$ cat config.mk
export PLATFORM = sky130hd
export DESIGN_NAME = spi_stream_reader
export DESIGN_NICKNAME = d
export VERILOG_FILES = /design/src/rtl/spi_stream_reader.sv
export SDC_FILE = /design/constraint.sdc
export NUM_CORES = 1
export LEC_CHECK = 0
export ABC_CLOCK_PERIOD_IN_PS = 5200
export BUFFER_PORTS_ARGS = -buffer_cell sky130_fd_sc_hd__buf_2
export CAP_MARGIN = 20
export CORE_MARGIN = 2
export CORE_UTILIZATION = 55
export DETAILED_ROUTE_END_ITERATION = 6
export PLACE_DENSITY = 0.78
export SYNTH_ARGS = -nofsm -noshare
export SYNTH_HDL_FRONTEND = slang
export SYNTH_SLANG_ARGS = --single-unit
export TNS_END_PERCENT = 30
$ cat constraint.sdc
create_clock -name clk -period 5.2 [get_ports clk]
set_input_delay 1.04 -clock clk [delete_from_list [all_inputs] [get_ports clk]]
set_output_delay 1.04 -clock clk [all_outputs]
set_load 0.01 [all_outputs]
$ cat src/rtl/spi_stream_reader.sv
module spi_stream_reader #(
  parameter int AW = 24,
  parameter int FIFO_LOG2 = 3
) (
  input  logic        clk,
  input  logic        rst_n,
  input  logic        reg_we,
  input  logic [1:0]  reg_addr,
  input  logic [31:0] reg_wdata,
  output logic [31:0] reg_rdata,
  input  logic        fifo_pop,
  output logic [7:0]  fifo_rdata,
  output logic        fifo_valid,
  output logic        spi_sck,
  output logic        spi_cs_n,
  output logic        spi_mosi,
  input  logic        spi_miso
);
  localparam int DEPTH = 1 << FIFO_LOG2;
  localparam int CW = FIFO_LOG2 + 1;
  localparam int SW = AW + 8;

  typedef enum logic [2:0] {S_IDLE, S_GRAB, S_CMD, S_DATA, S_REL, S_PAUSED} state_t;
  state_t state;

  logic own, sck_q, cs_q, mosi_q, ph, pause_req, done_q;
  logic sw_sck, sw_cs_n, sw_mosi;
  logic [5:0] cnt;
  logic [SW-1:0] sh;
  logic [7:0] rx;
  logic [AW-1:0] start_q, len_q, addr_q, rem_q;

  logic [7:0] mem [DEPTH];
  logic [FIFO_LOG2-1:0] wp, rp;
  logic [CW-1:0] level;

  wire ctrl_we  = reg_we && reg_addr == 2'd0;
  wire start_w  = ctrl_we && reg_wdata[0];
  wire pause_w  = ctrl_we && reg_wdata[1];
  wire resume_w = ctrl_we && reg_wdata[2];
  wire full     = level == CW'(DEPTH);
  wire pop      = fifo_pop && level != '0;
  wire push     = state == S_DATA && ph && cnt == 6'd0;
  wire [7:0] push_data = {rx[6:0], spi_miso};
  wire busy     = state != S_IDLE;
  wire paused   = state == S_PAUSED;
  wire live     = state == S_GRAB || state == S_CMD || state == S_DATA;

  assign spi_sck  = own ? sck_q  : sw_sck;
  assign spi_cs_n = own ? cs_q   : sw_cs_n;
  assign spi_mosi = own ? mosi_q : sw_mosi;
  assign fifo_rdata = mem[rp];
  assign fifo_valid = level != '0;

  always_comb begin
    case (reg_addr)
      2'd0:    reg_rdata = 32'({addr_q, 4'(level), 1'b0, done_q, paused, busy});
      2'd1:    reg_rdata = 32'(start_q);
      2'd2:    reg_rdata = 32'(rem_q);
      default: reg_rdata = {28'd0, spi_miso, sw_mosi, sw_cs_n, sw_sck};
    endcase
  end

  always_ff @(posedge clk or negedge rst_n) begin
    if (!rst_n) begin
      wp <= '0;
      rp <= '0;
      level <= '0;
    end else begin
      if (push) begin
        mem[wp] <= push_data;
        wp <= wp + 1'b1;
      end
      if (pop) rp <= rp + 1'b1;
      case ({push, pop})
        2'b10:   level <= level + 1'b1;
        2'b01:   level <= level - 1'b1;
        default: level <= level;
      endcase
    end
  end

  always_ff @(posedge clk or negedge rst_n) begin
    if (!rst_n) begin
      state <= S_IDLE;
      own <= 1'b0; sck_q <= 1'b0; cs_q <= 1'b1; mosi_q <= 1'b0; ph <= 1'b0;
      pause_req <= 1'b0; done_q <= 1'b0;
      sw_sck <= 1'b0; sw_cs_n <= 1'b1; sw_mosi <= 1'b0;
      cnt <= '0; sh <= '0; rx <= '0;
      start_q <= '0; len_q <= '0; addr_q <= '0; rem_q <= '0;
    end else begin
      if (reg_we && reg_addr == 2'd1) start_q <= reg_wdata[AW-1:0];
      if (reg_we && reg_addr == 2'd2) len_q <= reg_wdata[AW-1:0];
      if (reg_we && reg_addr == 2'd3) {sw_mosi, sw_cs_n, sw_sck} <= reg_wdata[2:0];
      if (pause_w && live) pause_req <= 1'b1;

      case (state)
        S_IDLE: if (start_w) begin
          addr_q <= start_q;
          rem_q <= len_q;
          done_q <= len_q == '0;
          if (len_q != '0) state <= S_GRAB;
        end
        S_GRAB: begin
          if (!own) begin
            if (pause_req || pause_w) begin
              pause_req <= 1'b0;
              state <= S_PAUSED;
            end else if (sw_cs_n) begin
              own <= 1'b1;
              cs_q <= 1'b1;
              sck_q <= 1'b0;
            end
          end else begin
            cs_q <= 1'b0;
            sh <= {8'h03, addr_q};
            mosi_q <= 1'b0;
            ph <= 1'b0;
            cnt <= 6'(SW - 1);
            state <= S_CMD;
          end
        end
        S_CMD: begin
          if (!ph) begin
            sck_q <= 1'b1;
            ph <= 1'b1;
          end else begin
            sck_q <= 1'b0;
            ph <= 1'b0;
            if (cnt == 6'd0) begin
              cnt <= 6'd7;
              state <= S_DATA;
            end else begin
              cnt <= cnt - 1'b1;
              sh <= sh << 1;
              mosi_q <= sh[SW-2];
            end
          end
        end
        S_DATA: begin
          if (!ph) begin
            if (cnt == 6'd7 && pause_req) begin
              cs_q <= 1'b1;
              state <= S_REL;
            end else if (!(cnt == 6'd7 && full)) begin
              sck_q <= 1'b1;
              ph <= 1'b1;
            end
          end else begin
            sck_q <= 1'b0;
            ph <= 1'b0;
            rx <= push_data;
            if (cnt == 6'd0) begin
              cnt <= 6'd7;
              addr_q <= addr_q + 1'b1;
              rem_q <= rem_q - 1'b1;
              if (rem_q == AW'(1)) begin
                cs_q <= 1'b1;
                state <= S_REL;
              end
            end else begin
              cnt <= cnt - 1'b1;
            end
          end
        end
        S_REL: if (sw_cs_n) begin
          own <= 1'b0;
          pause_req <= 1'b0;
          if (rem_q == '0) begin
            done_q <= 1'b1;
            state <= S_IDLE;
          end else begin
            state <= S_PAUSED;
          end
        end
        S_PAUSED: if (resume_w) state <= S_GRAB;
        default: state <= S_IDLE;
      endcase
    end
  end

  a_r1_mosi_still_while_sck_high: assert property (@(posedge clk) disable iff (!rst_n)
    (own && spi_sck) |-> $stable(spi_mosi));

  a_r3_no_overflow: assert property (@(posedge clk) disable iff (!rst_n)
    full |-> !push);

  a_r2_level_bound: assert property (@(posedge clk) disable iff (!rst_n)
    level <= CW'(DEPTH));

  a_r6_cs_rise_at_boundary: assert property (@(posedge clk) disable iff (!rst_n)
    (own && $rose(spi_cs_n)) |-> (cnt == 6'd7 && !spi_sck));

  a_r9_switch_with_cs_high: assert property (@(posedge clk) disable iff (!rst_n)
    $changed(own) |-> (spi_cs_n && $past(spi_cs_n)));

  a_r4_done_only_idle: assert property (@(posedge clk) disable iff (!rst_n)
    done_q |-> !busy);
endmodule

-- Yosys cells after proc, flatten, opt, wreduce, memory -nomap -nowiden
Memories as Yosys holds them, arrays and structs flattened.
Cells that the tools add are included.
Widths: inputs -> output; s select.
- memories: 1
- bits in read-only memories: 0
- RAM bits: 64
- bits of input ports: 39
- latch bits: 0
- output and inout bits: 44
- register bits: 163
- memory list (name ; depth ; width ; read ports ; clocked after memory_dff ; write ports ; RTL line ; source):
    mem ; 8 ; 8 ; 1 ; 0 ; 1 ; 33 ; logic [7:0] mem [DEPTH];
- reductions and logical operators: 44
- multipliers: 0
- bitwise logic cells: 0
- add/sub/neg operators: 7
- $lt $le $gt $ge: 0
- equality and inequality tests: 36
- mux-type cells: 74
- shifts and indexed selects: 0
- divide/modulo/power cells: 0
- operators by type and width (operator ; count):
    $mux 24 ; 6
    $pmux 24 s2 ; 2
    $pmux 32 s3 ; 1
    $mux 31 ; 3
    $pmux 31 s2 ; 1
    $logic_not 24->1 ; 2
    $mux 3 ; 13
    $mux 1 ; 35
    $add 24x1->24 const B ; 1
    $eq 24x1->1 const B ; 1
    $ne 2x2->1 const B ; 12
    $reduce_bool 24->1 ; 1
    $sub 24x1->24 const B ; 1
    $mux 6 ; 3
    $pmux 3 s6 ; 1
    $logic_and 1x1->1 ; 14
    $reduce_bool 2->1 ; 7
    $ne 3x2->1 const B ; 4
    $ne 3x3->1 const B ; 4
    $pmux 6 s2 ; 1
    $reduce_and 4->1 ; 3
    $reduce_and 6->1 ; 2
    $pmux 1 s2 ; 5
    $reduce_and 10->1 ; 1
    other kinds (23) ; 37

-- Logic depth before layout (Yosys ltp)
- word-level depth: 8
- gate-level depth with buffers: 13
- depth with buffers taken out: 12

-- Least setup slack after synthesis
No wires, ideal clock.
- path type: in2out
- from: in reg_addr[0]
- to: out reg_rdata[10]
- data arrival time: 2256 ps
- stages on the path: 4
- buffers on the path: 2
- data required time: 4160 ps
- path slack: 1904 ps
- cells stage by stage: clkbuf_1 buf_1 mux2i_1 o21ai_0
- cells in the longest elaborated chain, start to end: 2
- RTL lines (what ; RTL line ; source):
    from (decl) ; 8 ; input logic [1:0] reg_addr,
    $eq 2x2->1 (tied with other cells) ; 56 ; case (reg_addr)
    $pmux 32 s3 (*) ; 56 ;
    to (decl) ; 10 ; output logic [31:0] reg_rdata,
Mark *: on every way between the ends. The rest lies on a longest branch, timed or not.

-- Worst setup path in the final report
- from: in reg_addr[0]
- to: out reg_rdata[3]
The elaborated chain is that of the path after synthesis.

==> run_results.csv <==
group,metric,value,unit
run_status,outcome,"finished, final reports clean",
drt,wl_met3,1711,um
setup_path,crit_buf_inv,2,
clock_network,holdBufCountCts,0,
synthesis,synth_edf_count,64,
die,core_area,20170,um^2
finish,postLayoutCoreUtil,0.6291,
sta,worst_pin_slew,1.085,ns
drt,routedWlPerCell,20.04,um
pwr,internal_power,3.218,mW
drt,wl,27190,um
setup_path,r2r_start,"state[2]",
pwr,ir_drop,0.2375,mV
place,hpwl,18090,um
sta,rsz0062_at_grt,"false",
finish,final_common_cell,"dfrtp_1",
die,start_util,0.5591,
synthesis,yosys.area_share.adder,0.01398,
setup_path,critPathKind,"in -> out",
synthesis,synth_xor_area_frac,0.006990,
synthesis,synth_compound_area_frac,0.1347,
setup_path,worst_path_most_repeated_cell,"buf_2",
setup_path,critPathCaptureType,"output pin",
setup_path,worstPathArrival,2.40,ns
drt,num_vias,8296,
hold_path,holdCritStartpoint,"sh[18]",
pwr,cellPowerDensity,342.5,nW/um^2
setup_path,cp_max_fo,28,
finish,drive_gt1_frac,0.2337,
global_route,antenna_found_initial,0,
global_route,grt_start_max_net_pins,73,
sta,fmax,0.2909,GHz
pwr,power_switching_share,0.2596,
synthesis,ys_ff_latch,227,
synthesis,syn-num-nets,1070,
sta,min_period,3.437,ns
finish,diodes,0,
global_route,track_usage,0.2521,
synthesis,synthCells,1019,
finish,nets,1121,
synthesis,synthArstFlopShare,0.7181,
clock_network,postCtsResizedCells,0,
place,gp_congestion,0.9128,
clock_network,insertion_delay,0.53,ns
sta,finClkSkew,0.02578,ns
die,die_w,147.2,um
drt,highest_layer,"met4",
drt,drc,0,
clock_network,clk_pin_slew,0.06,ns
finish,layout_common_cells,"dfrtp_1, nand2_1, o21ai_0, buf_2, mux2_2",
pwr,p_seq_frac,0.485,
finish,multi_input_area,4916,um^2
pwr,p_comb_frac,0.129,
drt,drtIter0Drc,665,
finish,syn2layout_area_growth,12.52,%
flow_run,maxCapViolations,0,
synthesis,synth_ff_type,"dfrtp_1",
clock_network,post_cts_buffers,0,
drt,ant_nets,0,
clock_network,htree_num_levels,1,
setup_path,cp-start-kind,"input pin",
synthesis,synth_warnings,0,
sta,setup_viol,0,
pwr,leakage,5.418,nW
drt,met1_length,11550,um
setup_path,crit_family,"buffers and inverters",
sta,fin_crit_sh,0.6610,
drt,drt_pass1_iterations,5,
sta,final_hold_viol_count,0,
global_route,grt_pass1_vias,8132,
hold_path,worstHoldPathType,"reg -> reg",
die,rows,52,
clock_network,tritoncts,"done",
clock_network,clock-root-buffer,"clkbuf_16",
global_route,grt-ovfl-total,0,
die,die_h,147.2,um
synthesis,syn-mean-instance-area,11.07,um^2
drt,via_per_inst,6.113,
synthesis,yosysSeqAreaShare,0.5323,
setup_path,critical_path.startpoint,"reg_addr[0]",
sta,relSlewSlack,0.2697,
clock_network,cts.sinks,227,
pwr,p_clk_frac,0.386,
die,pin_count,83,
clock_network,numCtsBuffers,24,
sta,final.setup.tns,0,ns
setup_path,crit_chain,"buf_2 > mux2_2 > a22o_1 > buf_2",
synthesis,synth_cell_types,66,
clock_network,cts_buffer_depth,3,
setup_path,cp.required,4.16,ns
synthesis,synth_top_family_by_area,"multiplexers",
synthesis,synthMuxAreaShare,0.1488,
setup_path,cpMaxStageDelayCell,"buf_2",
synthesis,synth-simple-area-share,0.1305,
setup_path,critPathMaxStageDelay,0.57,ns
synthesis,syn_area,11280,um^2
finish,n_fill_cell,1594,
finish,seq_area,6003,um^2
place,place.port_buffers,74,
pwr,p_sw,1.128,mW
sta,slew_violations,0,
drt,met2_length,13200,um
global_route,grt_pass1_wl,43440,um
die,die-area,21660,um^2
## final cells by class
class                      instances  area share
sequential                       227      0.4731
tap                              270     0.02662
timing repair buffer              94     0.04625
multi-input combinational        703      0.3874
inverter                          20    0.005917
clock buffer                      34     0.05433
clock inverter                     9    0.006311
## cell families after synthesis
| kind of cell | count (synthesis) |
|---|---|
| flip-flops | 227 |
| buffers and inverters | 89 |
| adder cells (fa/ha/maj) | 12 |
| AND/OR/NAND/NOR | 305 |
| AO/OA/AOI/OAI | 242 |
| multiplexers | 135 |
| XOR/XNOR | 9 |
## through the flow
step / hold slack (ns) / worst slack [ns] / instances / power, mW / instance area, um^2
after floorplan: 0.4444 / 1.904 / 1019 / 2.467 / 11280
after detailed placement: 0.4698 / 1.629 / 1312 / 2.673 / 11860
after CTS: 0.4811 / 1.411 / 1355 / 4.342 / 12630
after global routing: 0.5106 / 1.669 / 1357 / 4.512 / 12690
final: 0.4779 / 1.763 / 1357 / 4.346 / 12690
after global placement: 0.4600 / 1.666 / 1311 / 2.651 / 11840
## path summary, 6_finish.rpt
kind	slack [ns]	cells past startpoint	end
min	0.48	2	sh[18]
max	1.76	4	reg_rdata[3]
max reg2reg	1.89	12	level[3]
min in group asynchronous	0.52	1	wp[2]
max in group asynchronous	3.37	2	sh[12]
min reg2reg	0.48	2	sh[18]
## Yosys cell counts, types with 9 or more instances
library cell,n,share of area
nor4_1,14,0.0078
ha_1,11,0.012
nand3_1,24,0.011
a21oi_2,13,0.010
inv_1,20,0.0067
o22a_1,12,0.0093
mux2_2,71,0.071
nor3_1,15,0.0067
edfxtp_1,64,0.17
nand2_1,122,0.041
clkbuf_1,48,0.016
o22ai_1,14,0.0078
a21oi_1,42,0.019
o21ai_0,85,0.038
o21ai_1,18,0.0080
and2_1,14,0.0078
mux2i_1,45,0.040
a31oi_1,9,0.0050
mux4_2,19,0.038
buf_2,10,0.0044
dfrtp_1,161,0.36
nor2_1,61,0.020
## state kept, by name, summed over array words and instances, names as in the netlist, 6 cells and up
register and flops:
start_q 24, sh 31, rem_q 24, addr_q 24, mem 64, rx 7
len_q 24, cnt 6
## power groups by stage
| stage | clock, mW | combinational (mW) | sequential (mW) |
|---|---|---|---|
| floorplan | 0 | 0.436 | 2.03 |
| global placement | 0 | 0.488 | 2.16 |
| detailed placement | 0 | 0.505 | 2.17 |
| CTS | 1.70 | 0.509 | 2.14 |
| global route | 1.77 | 0.620 | 2.12 |
| finish | 1.68 | 0.559 | 2.11 |
## worst register-to-register path, cell delays in order (launching register included)
cell and delay [ns]:
dfrtp_1 0.63, nor2b_1 0.28, and2_2 0.18, nand2_1 0.29, nor2_1 0.51, inv_1 0.12, ha_1 0.25, ha_1 0.28
a21o_1 0.17, a21oi_1 0.16, xnor2_1 0.13, nor2_1 0.06, xor2_1 0.14
## per-layer routing
layer	up-vias	global-route usage
li1	3856	-
met1	4109	0.3547
met2	283	0.4140
met3	48	0.03634
met4	0	0.07115
met5	-	0
No activity file was read; power rests on OpenSTA's default activity.
